`src/rtl/agu_pkg.sv`:
```
package agu_pkg;
  typedef enum logic [1:0] {
    MODE_LIN = 2'd0,
    MODE_MOD = 2'd1,
    MODE_REV = 2'd2
  } agu_mode_e;
endpackage

```
`src/rtl/agu_revcarry_add.sv`:
```
module agu_revcarry_add #(
  parameter int W = 16
) (
  input  logic [W-1:0] a_i,
  input  logic [W-1:0] b_i,
  output logic [W-1:0] sum_o
);
  logic [W-1:0] a_rev, b_rev, s_rev;

  // mirror operands so an ordinary adder carries high-to-low
  for (genvar i = 0; i < W; i++) begin : g_rev
    assign a_rev[i] = a_i[W-1-i];
    assign b_rev[i] = b_i[W-1-i];
    assign sum_o[i] = s_rev[W-1-i];
  end

  assign s_rev = a_rev + b_rev;
endmodule

```
`src/rtl/agu_modulo_add.sv`:
```
module agu_modulo_add #(
  parameter int W = 16
) (
  input  logic [W-1:0] ptr_i,
  input  logic [W-1:0] off_i,
  input  logic [W-1:0] mod_i,
  output logic [W-1:0] sum_o
);
  logic        [W-1:0] mask, base;
  logic        [W:0]   upper, size;
  logic signed [W+1:0] raw, hi, lo, fix;

  // smallest all-ones mask covering the modifier
  always_comb begin
    mask = mod_i;
    for (int i = 1; i < W; i++) mask = mask | (mod_i >> i);
  end

  assign base  = ptr_i & ~mask;
  assign upper = {1'b0, base} + {1'b0, mod_i};
  assign size  = {1'b0, mod_i} + {{W{1'b0}}, 1'b1};
  assign raw   = $signed({2'b00, ptr_i}) + $signed({{2{off_i[W-1]}}, off_i});
  assign hi    = $signed({1'b0, upper});
  assign lo    = $signed({2'b00, base});

  always_comb begin
    if (raw > hi)      fix = raw - $signed({1'b0, size});
    else if (raw < lo) fix = raw + $signed({1'b0, size});
    else               fix = raw;
  end

  assign sum_o = fix[W-1:0];
endmodule

```
`src/rtl/agu_unit.sv`:
```
module agu_unit
  import agu_pkg::*;
#(
  parameter int W = 16
) (
  input  logic         clk_i,
  input  logic         rst_ni,
  input  logic         load_i,
  input  logic         step_i,
  input  logic [W-1:0] ptr_wdata_i,
  input  logic [W-1:0] off_wdata_i,
  input  logic [W-1:0] mod_wdata_i,
  output logic [W-1:0] addr_o,
  output logic [W-1:0] nxt_o
);
  logic [W-1:0] ptr_q, off_q, mod_q;
  logic [W-1:0] lin_sum, mod_sum, rev_sum;
  agu_mode_e    mode;

  always_ff @(posedge clk_i or negedge rst_ni) begin
    if (!rst_ni) begin
      ptr_q <= '0;
      off_q <= '0;
      mod_q <= '1;
    end else if (load_i) begin
      ptr_q <= ptr_wdata_i;
      off_q <= off_wdata_i;
      mod_q <= mod_wdata_i;
    end else if (step_i) begin
      ptr_q <= nxt_o;
    end
  end

  always_comb begin
    if (mod_q == '0)          mode = MODE_REV;
    else if (!mod_q[W-1])     mode = MODE_MOD;
    else                      mode = MODE_LIN;  // all ones and reserved upper half
  end

  assign lin_sum = ptr_q + off_q;

  agu_modulo_add #(.W(W)) u_mod (
    .ptr_i (ptr_q),
    .off_i (off_q),
    .mod_i (mod_q),
    .sum_o (mod_sum)
  );

  agu_revcarry_add #(.W(W)) u_rev (
    .a_i   (ptr_q),
    .b_i   (off_q),
    .sum_o (rev_sum)
  );

  always_comb begin
    unique case (mode)
      MODE_MOD: nxt_o = mod_sum;
      MODE_REV: nxt_o = rev_sum;
      default:  nxt_o = lin_sum;
    endcase
  end

  assign addr_o = ptr_q;
endmodule

```
`src/rtl/addr_gen_dual.sv`:
```
module addr_gen_dual #(
  parameter int W = 16,
  parameter int N = 2
) (
  input  logic                clk_i,
  input  logic                rst_ni,
  input  logic [N-1:0]        load_i,
  input  logic [N-1:0]        step_i,
  input  logic [N-1:0][W-1:0] ptr_wdata_i,
  input  logic [N-1:0][W-1:0] off_wdata_i,
  input  logic [N-1:0][W-1:0] mod_wdata_i,
  output logic [N-1:0][W-1:0] addr_o,
  output logic [N-1:0][W-1:0] nxt_o
);
  for (genvar u = 0; u < N; u++) begin : g_unit
    agu_unit #(.W(W)) u_unit (
      .clk_i       (clk_i),
      .rst_ni      (rst_ni),
      .load_i      (load_i[u]),
      .step_i      (step_i[u]),
      .ptr_wdata_i (ptr_wdata_i[u]),
      .off_wdata_i (off_wdata_i[u]),
      .mod_wdata_i (mod_wdata_i[u]),
      .addr_o      (addr_o[u]),
      .nxt_o       (nxt_o[u])
    );
  end
endmodule

```
`config.mk`:
```
export PLATFORM = sky130hd
export DESIGN_NAME = addr_gen_dual
export DESIGN_NICKNAME = d
export VERILOG_FILES = /design/src/rtl/agu_pkg.sv /design/src/rtl/agu_revcarry_add.sv /design/src/rtl/agu_modulo_add.sv /design/src/rtl/agu_unit.sv /design/src/rtl/addr_gen_dual.sv
export SDC_FILE = /design/constraint.sdc
export NUM_CORES = 1
export LEC_CHECK = 0
export BUFFER_PORTS_ARGS = -buffer_cell sky130_fd_sc_hd__buf_2
export CORE_MARGIN = 4
export CORE_UTILIZATION = 55
export CTS_CLUSTER_SIZE = 16
export DETAILED_ROUTE_END_ITERATION = 6
export GPL_TIMING_DRIVEN = 0
export PLACE_DENSITY_LB_ADDON = 0.2
export SETUP_SLACK_MARGIN = 0.02
export SLEW_MARGIN = 0
export SYNTH_ARGS = -nofsm -noshare
export SYNTH_HDL_FRONTEND = slang
export SYNTH_SLANG_ARGS = --single-unit
```
`constraint.sdc`:
```
create_clock -name clk_i -period 8.6 [get_ports clk_i]
set_input_delay 0.86 -clock clk_i [delete_from_list [all_inputs] [get_ports clk_i]]
set_output_delay 0.86 -clock clk_i [all_outputs]
set_load 0.05 [all_outputs]
```
==> results.sh <==
export IMPL_synth_async_sr_flop_share=1.00
export IMPL_synth_edf_count=0
export IMPL_synth_compound_area_frac=0.255
export IMPL_dieArea_sq_um=28700
export IMPL_insertion_delay_ps=370
export IMPL_synth_ff_type="dfrtp_1"
export IMPL_fin_crit_sh=0.960
export IMPL_ys_warn_count=0
export IMPL_path_class="reg -> out"
export IMPL_r2r_slack_ps=1370
export IMPL_dr_pass1_iters=6
export IMPL_top_level_ports=166
export IMPL_maxSlewViolCount=0
export IMPL_ctsHoldBuffers=0
export IMPL_arrival_ps=7400
export IMPL_startpoint_type="flip-flop"
export IMPL_rsz0062_at_grt="no"
export IMPL_cts_buffers_inserted=9
export IMPL_drive_gt1_frac=0.169
export IMPL_num_vias=15000
export IMPL_ys_types=89
export IMPL_ys_top_cells_by_area="ha_1 17%, dfrtp_1 11%, dfstp_2 5.9%, xnor2_1 4.9%, mux2_2 4.4%"
export IMPL_grt_antenna_before_repair=1
export IMPL_wl_met2_mm=20.0
export IMPL_wl_per_cell_microns=21.3
export IMPL_drt_initial_drc_count=1707
export IMPL_via_per_inst=6.39
export IMPL_grt_ovfl_total=0
export IMPL_grt_max_degree=66
export IMPL_synth_cell_area_sq_um=14300
export IMPL_root_buffer="clkbuf_16"
export IMPL_worst_pin_slew_ps=1170
export IMPL_routedLengthMet1_mm=22.7
export IMPL_area_growth_pct=11.8
export IMPL_cts_sinks=96
export IMPL_place_gp_congestion=0.994
export IMPL_slew_headroom=0.216
export IMPL_ant_nets=0
export IMPL_r2r_start="g_unit[0].u_unit.mod_q[10]$_DFFE_PN1P_"
export IMPL_initial_utilization=0.564
export IMPL_synthAdderAreaFrac=0.184
export IMPL_cts_clk_slew_worst_paths_ps=90
export IMPL_endpoint_kind="output port"
export IMPL_yosysTopAreaCell="ha_1"
export IMPL_grt_pass1_wl_mm=78.0
export IMPL_n_antenna_cell=0
export IMPL_postSynthCellCount=1832
export IMPL_final_hold_violation_count=0
export IMPL_synth_top_family_by_area="compound AO/OA/AOI/OAI gates"
export IMPL_synth_simple_area_share=0.205
export IMPL_grt_usage=0.340
export IMPL_drv_cap=0
export IMPL_worst_r2r_cell_count=31
export IMPL_cts_tree="built"
export IMPL_r2r_end="g_unit[0].u_unit.addr_o[13]$_DFFE_PN0P_"
export IMPL_core_sq_um=25400
export IMPL_fin_worst_skew_ps=13.5
export IMPL_top_layer_used="met4"
export IMPL_cp_max_fo=8
export IMPL_synth_top_area_share=0.170
export IMPL_ys_ff_latch=96
export IMPL_outcome="finished, final reports clean"
export IMPL_cp_slowest_cell="dfstp_2"
export IMPL_wl_met3_mm=6.11
export IMPL_grt_pass1_vias=14100
export IMPL_synth_xor_area_share=0.0752
export IMPL_die_y_microns=169
export IMPL_avgSynthCellArea_sq_um=7.82
export IMPL_final_cell_mix="194 x ha_1, 176 x buf_2, 155 x nor2_1"
export IMPL_place_hpwl_mm=40.5
export IMPL_synthMuxAreaShare=0.0503
export IMPL_drc=0
export IMPL_clockBufferDepth=2
export IMPL_final_setup_viol_count=0
export IMPL_worstPathRequired_ps=7740
export IMPL_floorplan_rows=58
export IMPL_clock_fmax_ghz=0.121
export IMPL_syn_nets=2138
export IMPL_final_common_cell="ha_1"
export IMPL_htreeDepth=3
export IMPL_postRouteWirelength_mm=50.0
export IMPL_hold_class="in -> async"
export IMPL_fp_dieW_microns=169
export IMPL_max_stage_delay_ps=680
export IMPL_port_buffers=162
export IMPL_fillers=2363
export IMPL_tns_ps=0
export IMPL_ys_seq_area_frac=0.171
export IMPL_nNetsFinal=2313
export IMPL_final_min_clock_period_ps=8260
[synthesized netlist by cell type (11+ instances only)]
library cell / n
a21o_1: 42
nand3_1: 53
nor2_1: 157
o21bai_1: 31
nor2b_1: 19
nand2_1: 142
xnor2_1: 80
o31ai_1: 14
xor2_1: 43
dfrtp_1: 64
ha_1: 194
dfstp_2: 32
nand2b_1: 31
nor4_1: 11
o22ai_1: 12
a221o_1: 17
a21oi_1: 122
a211oi_1: 26
or3_1: 15
buf_2: 17
nor3_1: 46
o211ai_1: 25
and3_1: 26
o21ai_0: 101
o21a_1: 13
or2_2: 13
a31oi_1: 20
inv_1: 125
clkbuf_1: 59
o21ai_1: 11
nor3b_1: 11
nand4_1: 17
mux2_2: 56
[flip-flops by register name, indices dropped and copies added (netlist names)]
name,cells
g_unit.u_unit.addr_o,32
g_unit.u_unit.mod_q,32
g_unit.u_unit.off_q,32
[metrics by stage]
step / hold slack, ps / worst slack [ps] / util / cell area, sq um / cells
floorplan: 485 / 1180 / - / 14300 / 1832
global placement: 495 / 356 / 0.612 / 15500 / 2324
detailed placement: 501 / 350 / 0.613 / 15600 / 2325
CTS: 472 / 57.8 / 0.626 / 15900 / 2340
global route: 486 / 4.81 / 0.630 / 16000 / 2342
finish: 455 / 345 / 0.630 / 16000 / 2342
[how the worst max path moves through the flow]
stage,to,cells after the start,start
final,nxt_o[13],31,g_unit[0].u_unit.mod_q[10]$_DFFE_PN1P_
after global routing,nxt_o[14],31,g_unit[0].u_unit.mod_q[9]$_DFFE_PN1P_
after CTS,nxt_o[19],27,g_unit[1].u_unit.mod_q[12]$_DFFE_PN1P_
after detailed placement,nxt_o[11],31,g_unit[0].u_unit.mod_q[7]$_DFFE_PN1P_
after global placement,nxt_o[11],31,g_unit[0].u_unit.mod_q[7]$_DFFE_PN1P_
after floorplan,nxt_o[28],26,g_unit[1].u_unit.mod_q[0]$_DFFE_PN1P_
[what timing repair did]
item | in CTS | in global routing
setup endpoints to repair | 4 | 32
hold endpoints to repair | 0 | 0
cloned | 0 | 0
pin swaps | 0 | 3
gates resized for setup | 0 | 23
buffers inserted | 0 | 4
[worst max-delay path, delay by kind of cell, from the launching register on]
kind                     cells  cell delay (ps)
buffers and inverters        3              570
adder cells (fa/ha/maj)      3              890
AND/OR/NAND/NOR             12             2430
flip-flops                   1              680
AO/OA/AOI/OAI               13             2420
[metal layers]
| metal | vias up | track usage |
|---|---|---|
| met1 | 7036 | 0.524 |
| met3 | 96 | 0.0773 |
| met2 | 799 | 0.481 |
| met4 | 0 | 0.0732 |
| met5 | - | 0 |
| li1 | 7032 | - |
[cells by family after synthesis]
group	after synthesis
DFF	96
muxes	65
and+or+nand+nor	589
adders and majority gates	204
AOI/OAI and AO/OA	539
buffers and inverters	216
xor gates and xnor gates	123
[final cells by class]
cell class	count	area, sq um	area share
clock inverters	6	97.6	0.00610
inverters	126	473	0.0295
well taps	330	413	0.0258
plain buffers	87	379	0.0237
clock buffers	10	239	0.0149
flip-flops and latches	96	2450	0.153
repair buffers	167	876	0.0547
multi-input cells	1520	11100	0.693
Power is left out: the tool's default activity adds up to more than one toggle a clock period on the data nets, which glitch-free logic cannot reach.
